### src/rtl/sar_cap_pkg.sv
`timescale 1ns/1ps
package sar_cap_pkg;
  typedef enum logic [1:0] {
    PH_IDLE = 2'd0,
    PH_ACQ  = 2'd1,
    PH_CONV = 2'd2
  } phase_e;
endpackage

### src/rtl/sar_frame_seq.sv
`timescale 1ns/1ps
module sar_frame_seq
  import sar_cap_pkg::*;
#(
  parameter int ACQ_W      = 10,
  parameter int DATA_W     = 12,
  parameter int SCK_CYCLES = 14
) (
  input  logic             clk,
  input  logic             rst_n,
  input  logic             run_i,
  input  logic [ACQ_W-1:0] acq_len_i,
  output logic             cs_n_o,
  output logic             sck_o,
  output logic             shift_en_o,
  output logic             frame_done_o
);
  localparam int CONV_LEN = 2 * SCK_CYCLES;
  localparam int CONV_W   = $clog2(CONV_LEN);
  localparam int CNT_W    = (ACQ_W > CONV_W) ? ACQ_W : CONV_W;

  phase_e             phase_q, phase_d;
  logic [CNT_W-1:0]   cnt_q, cnt_d;
  logic [ACQ_W-1:0]   nlat_q, nlat_d;
  logic               cs_n_q, cs_n_d;
  logic               sck_q, sck_d;
  logic [ACQ_W-1:0]   acq_clamped;
  logic [CNT_W-1:0]   nlat_ext;
  logic               acq_last;
  logic               conv_last;

  // Acquisition length is clamped to at least one cycle
  assign acq_clamped = (acq_len_i == '0) ? ACQ_W'(1) : acq_len_i;
  assign nlat_ext    = CNT_W'(nlat_q);
  assign acq_last    = (cnt_q == (nlat_ext - CNT_W'(1)));
  assign conv_last   = (cnt_q == CNT_W'(CONV_LEN - 1));

  // Data is taken on odd window cycles, ahead of each rising serial edge
  assign shift_en_o   = (phase_q == PH_CONV) && cnt_q[0] &&
                        ((cnt_q >> 1) < CNT_W'(DATA_W));
  assign frame_done_o = (phase_q == PH_CONV) && conv_last;

  always_comb begin
    phase_d = phase_q;
    cnt_d   = cnt_q;
    nlat_d  = nlat_q;
    unique case (phase_q)
      PH_IDLE: begin
        if (run_i) begin
          phase_d = PH_ACQ;
          cnt_d   = '0;
          nlat_d  = acq_clamped;
        end
      end
      PH_ACQ: begin
        if (acq_last) begin
          phase_d = PH_CONV;
          cnt_d   = '0;
        end else begin
          cnt_d = cnt_q + 1'b1;
        end
      end
      PH_CONV: begin
        if (conv_last) begin
          cnt_d = '0;
          if (run_i) begin
            phase_d = PH_ACQ;
            nlat_d  = acq_clamped;
          end else begin
            phase_d = PH_IDLE;
          end
        end else begin
          cnt_d = cnt_q + 1'b1;
        end
      end
      default: begin
        phase_d = PH_IDLE;
        cnt_d   = '0;
      end
    endcase
  end

  // Pins come straight from flops, decoded from the next state
  always_comb begin
    cs_n_d = (phase_d != PH_CONV);
    sck_d  = !((phase_d == PH_CONV) && cnt_d[0]);
  end

  always_ff @(posedge clk or negedge rst_n) begin
    if (!rst_n) begin
      phase_q <= PH_IDLE;
      cnt_q   <= '0;
      nlat_q  <= '0;
      cs_n_q  <= 1'b1;
      sck_q   <= 1'b1;
    end else begin
      phase_q <= phase_d;
      cnt_q   <= cnt_d;
      nlat_q  <= nlat_d;
      cs_n_q  <= cs_n_d;
      sck_q   <= sck_d;
    end
  end

  assign cs_n_o = cs_n_q;
  assign sck_o  = sck_q;
endmodule

### src/rtl/sar_shift_chan.sv
`timescale 1ns/1ps
module sar_shift_chan #(
  parameter int DATA_W = 12
) (
  input  logic              clk,
  input  logic              rst_n,
  input  logic              sdo_i,
  input  logic              shift_en_i,
  input  logic              load_i,
  output logic [DATA_W-1:0] code_o
);
  logic [DATA_W-1:0] shreg_q, shreg_d;
  logic [DATA_W-1:0] code_q, code_d;

  always_comb begin
    shreg_d = shreg_q;
    if (shift_en_i) shreg_d = {shreg_q[DATA_W-2:0], sdo_i};
    code_d = code_q;
    if (load_i) code_d = shreg_q;
  end

  always_ff @(posedge clk or negedge rst_n) begin
    if (!rst_n) begin
      shreg_q <= '0;
      code_q  <= '0;
    end else begin
      shreg_q <= shreg_d;
      code_q  <= code_d;
    end
  end

  assign code_o = code_q;
endmodule

### src/rtl/dual_sar_capture.sv
`timescale 1ns/1ps
module dual_sar_capture #(
  parameter int ACQ_W      = 10,
  parameter int DATA_W     = 12,
  parameter int SCK_CYCLES = 14
) (
  input  logic              clk,
  input  logic              rst_n,
  input  logic              capture_en,
  input  logic [ACQ_W-1:0]  acq_cycles,
  input  logic              volt_sdo,
  input  logic              curr_sdo,
  output logic              conv_cs_n,
  output logic              ser_clk,
  output logic              pair_valid,
  output logic [DATA_W-1:0] volt_code,
  output logic [DATA_W-1:0] curr_code
);
  localparam int NUM_CH = 2;

  logic                    shift_en;
  logic                    frame_done;
  logic                    valid_q;
  logic [NUM_CH-1:0]       sdo_vec;
  logic [DATA_W-1:0]       code_arr [NUM_CH];

  assign sdo_vec = {curr_sdo, volt_sdo};

  sar_frame_seq #(
    .ACQ_W      (ACQ_W),
    .DATA_W     (DATA_W),
    .SCK_CYCLES (SCK_CYCLES)
  ) u_seq (
    .clk          (clk),
    .rst_n        (rst_n),
    .run_i        (capture_en),
    .acq_len_i    (acq_cycles),
    .cs_n_o       (conv_cs_n),
    .sck_o        (ser_clk),
    .shift_en_o   (shift_en),
    .frame_done_o (frame_done)
  );

  for (genvar g = 0; g < NUM_CH; g++) begin : g_chan
    sar_shift_chan #(.DATA_W(DATA_W)) u_chan (
      .clk        (clk),
      .rst_n      (rst_n),
      .sdo_i      (sdo_vec[g]),
      .shift_en_i (shift_en),
      .load_i     (frame_done),
      .code_o     (code_arr[g])
    );
  end

  always_ff @(posedge clk or negedge rst_n) begin
    if (!rst_n) valid_q <= 1'b0;
    else        valid_q <= frame_done;
  end

  assign pair_valid = valid_q;
  assign volt_code  = code_arr[0];
  assign curr_code  = code_arr[1];
endmodule

### config.mk
export PLATFORM = sky130hd
export DESIGN_NAME = dual_sar_capture
export DESIGN_NICKNAME = d
export VERILOG_FILES = /design/src/rtl/sar_cap_pkg.sv /design/src/rtl/sar_frame_seq.sv /design/src/rtl/sar_shift_chan.sv /design/src/rtl/dual_sar_capture.sv
export SDC_FILE = /design/constraint.sdc
export NUM_CORES = 1
export LEC_CHECK = 0
export CORE_AREA = 2 2 85 87
export DETAILED_ROUTE_END_ITERATION = 10
export DIE_AREA = 0 0 87 89
export GPL_ROUTABILITY_DRIVEN = 0
export PLACE_DENSITY = 0.72
export SLEW_MARGIN = 30
export SYNTH_ARGS = -nofsm -noshare
export SYNTH_HDL_FRONTEND = slang
export SYNTH_SLANG_ARGS = --single-unit
### constraint.sdc
create_clock -name clk -period 5.03 [get_ports clk]
set_input_delay 0.7545 -clock clk [delete_from_list [all_inputs] [get_ports clk]]
set_output_delay 0.7545 -clock clk [all_outputs]
set_load 0.005 [all_outputs]
==> results.yml <==
synth:
  synth_common_cells: "dfrtp_1 (71), mux2_2 (50), nand2_1 (19)"
  synth_cell_types: 47
  async_reset_ff_share_pct: 100
  syn-cell-area_um2: 3350
  syn_area_per_cell_um2: 12.6
  ys_ff_latch: 73
  synth_top_family_by_area: "multiplexers"
  synth_xor_area_share_pct: 3.14
  ys.flop_type: "dfrtp_1"
  synth.yosys.warnings: 0
  synth_edf_count: 0
  synth.area.top_cells: "dfrtp_1 (53%), mux2_2 (17%), mux2_1 (2.4%)"
  synth_cells: 265
  syn_nets: 282
  synth_top_cell_by_area: "dfrtp_1"
  synth_compound_area_share_pct: 7.06
  muxShareOfSynthArea_pct: 19.5
  synth_top_area_share_pct: 53.1
  synthSimpleGateAreaFrac_pct: 12.4
  synth_most_common_cell: "dfrtp_1"
  ys_seq_area_share_pct: 54.6
  synthAdderAreaFrac_pct: 0.747
timing:
  tightest_slew_ps: 642
  setup_tns_ps: 0
  grt_setup_unrepaired: "no"
  setup_ws_ps: 2690
  period_minus_slack_ps: 2340
  setup_viol: 0
  max_slew_margin_pct: 57.2
  max_freq_mhz: 427
  min_period_over_period_pct: 46.5
  clock_skew_ps: 11.1
  slew_viol_final: 0
  hold_viol: 0
cts:
  h-tree-depth: 3
  post_cts_resized: 0
  cts_tree: "built"
  post_cts_buffers: 0
  cts_buffer_depth: 2
  cts-root-buf: "clkbuf_8"
  clkSlewWorstSetupHoldPaths_ps: 80
  numCtsBuffers: 9
  clock_latency_ps: 340
  holdBufCountCts: 0
  clock_sinks: 73
flow_run:
  drv_cap: 0
grt:
  grt_pass1_wl_um: 9820
  antenna_found_initial: 0
  grtUsageTotal_pct: 16.4
  grt_pass1_vias: 2089
  grt_overflow: 0
  grt_max_degree: 74
cells_and_area:
  fin_nets: 327
  syn_to_final_growth_pct: 20.7
  final_util_pct: 60.2
  drive_gt1_share_pct: 27.6
  design_area_um2: 4040
  nFillCells: 538
  diodes: 0
setup_path:
  cpPeakStageDelay_ps: 490
  end_kind: "flip-flop"
  slowest_stage: "o21ai_2"
  startpoint_type: "flip-flop"
  required_ps: 5260
  crit_fanout: 26
  crit_chain: "ha_1, nor2b_1, nand3_1, nor3_4, buf_4, o21ai_2, mux2_2"
  arrival_ps: 2570
  worstSetupPathType: "reg2reg"
power:
  p_leak_nw: 1.67
  vdd_drop_max_mv: 0.250
  p_per_area_nw_per_um2: 407
  comb_power_share_pct: 23.9
  clockPowerShare_pct: 28.0
  p_sw_mw: 0.537
  switching_share_pct: 32.6
  p_int_mw: 1.11
  seqPwrFrac_pct: 48.1
placed_design:
  dpl.hpwl_um: 4000
  post_dp_cell_area_um2: 3830
  dp_slack_ps: 2560
  io_buffers: 41
status:
  status: "finished, final reports clean"
min_path:
  min_path_type: "in2async"
drt:
  dr_wl_met3_um: 298
  routed_wirelength_um: 5870
  met2WireLength_um: 2780
  drc: 0
  ant_nets: 0
  via_per_inst: 5.41
  vias: 2138
  drt_iter0_drc: 109
  wl_per_cell_um: 14.8
  dr.pass1.iters: 4
  met1_length_um: 2730
  highest_layer: "met4"
floorplan:
  io_pins: 42
  die-area_um2: 7740
  core_um2: 6720
  die_x_um: 87
  start_util_pct: 49.8
  rows: 30
  chipHeight_um: 89
## registers in the layout, summed over array words and instances (netlist names)
| name | flops |
|---|---|
| g_chan.u_chan.code_o | 24 |
| g_chan.u_chan.shreg_q | 24 |
| u_seq.cnt_q | 10 |
| u_seq.nlat_ext | 10 |
| u_seq.phase_q | 2 |
| pair_valid | 1 |
| u_seq.cs_n_o | 1 |
| u_seq.sck_o | 1 |
## layout by cell type (no fill, tap or decap), drive strengths merged, types with 2 or more instances in the layout
cell type / n
o221ai: 6
xnor2: 6
dfrtp: 71
nand3: 5
clkinvlp: 2
buf: 4
nor4: 6
clkdlybuf4s50: 40
ha: 2
and2: 3
nand4: 3
o21ai: 8
nor2: 12
clkbuf: 9
a21oi: 3
inv: 11
xor2: 6
o2111ai: 2
nor2b: 4
dfstp: 2
nand2: 20
nand2b: 3
or2: 3
mux2: 57
o21a: 2
nor3: 10
## per-layer routing
metal / track usage [%] / up-vias
li1: - / 1036
met1: 22.2 / 1053
met2: 25.1 / 41
met3: 4.43 / 8
met4: 6.82 / 0
met5: 0 / -
## critical path: cells and delay by family, from the launching register on
kind,cells,cell delay (ps)
compound gates,1,490
flops,1,480
mux,1,400
simple gates,3,350
fa+ha+maj,1,260
buf+inv,1,250
## cell type report
cell class                 instances  area, µm²  share of cell area, %
tap                               80        100                   2.48
sequential                        73       1830                   45.2
timing repair buffer              44        439                   10.9
clock buffer                       9        124                   3.06
inverter                           8       30.0                  0.743
multi-input combinational        174       1440                   35.7
clock inverter                     7       76.3                   1.89
## worst paths after layout
check / start / endpoint / slack [ps] / depth (start not counted)
max reg2reg: u_seq.cnt_q[0] / u_seq.nlat_ext[9] / 2690 / 7
max: u_seq.cnt_q[0] / u_seq.nlat_ext[9] / 2690 / 7
min reg2reg: g_chan[0].u_chan.code_o[4] / g_chan[0].u_chan.code_o[4] / 510 / 1
max in group asynchronous: rst_n / g_chan[0].u_chan.shreg_q[10] / 4070 / 2
min: rst_n / u_seq.cnt_q[8] / 510 / 2
min in group clk: g_chan[0].u_chan.code_o[4] / g_chan[0].u_chan.code_o[4] / 510 / 1
## power by group through the flow
stage                     Sequential, mW  Clock, mW  Combinational (mW)
after CTS                          0.791      0.478               0.396
final                              0.791      0.462               0.394
after detailed placement           0.802          0               0.393
after global routing               0.806      0.499               0.446
after floorplan                    0.759          0               0.313
after global placement             0.801          0               0.381
## through the flow
step | total power [mW] | instances | hold WS [ps]
5_1_grt | 1.75 | 395 | 528
3_5_place_dp | 1.20 | 379 | 494
4_1_cts | 1.67 | 395 | 512
6_report | 1.65 | 395 | 510
3_3_place_gp | 1.18 | 378 | 489
2_1_floorplan | 1.07 | 265 | 459
## cell families after synthesis
logic type / count (synthesis)
simple gates: 74
compound gates: 28
fa+ha+maj: 2
xor+xnor: 12
buf+inv: 18
mux: 58
flops: 73
(Power assumes the default switching activity.)
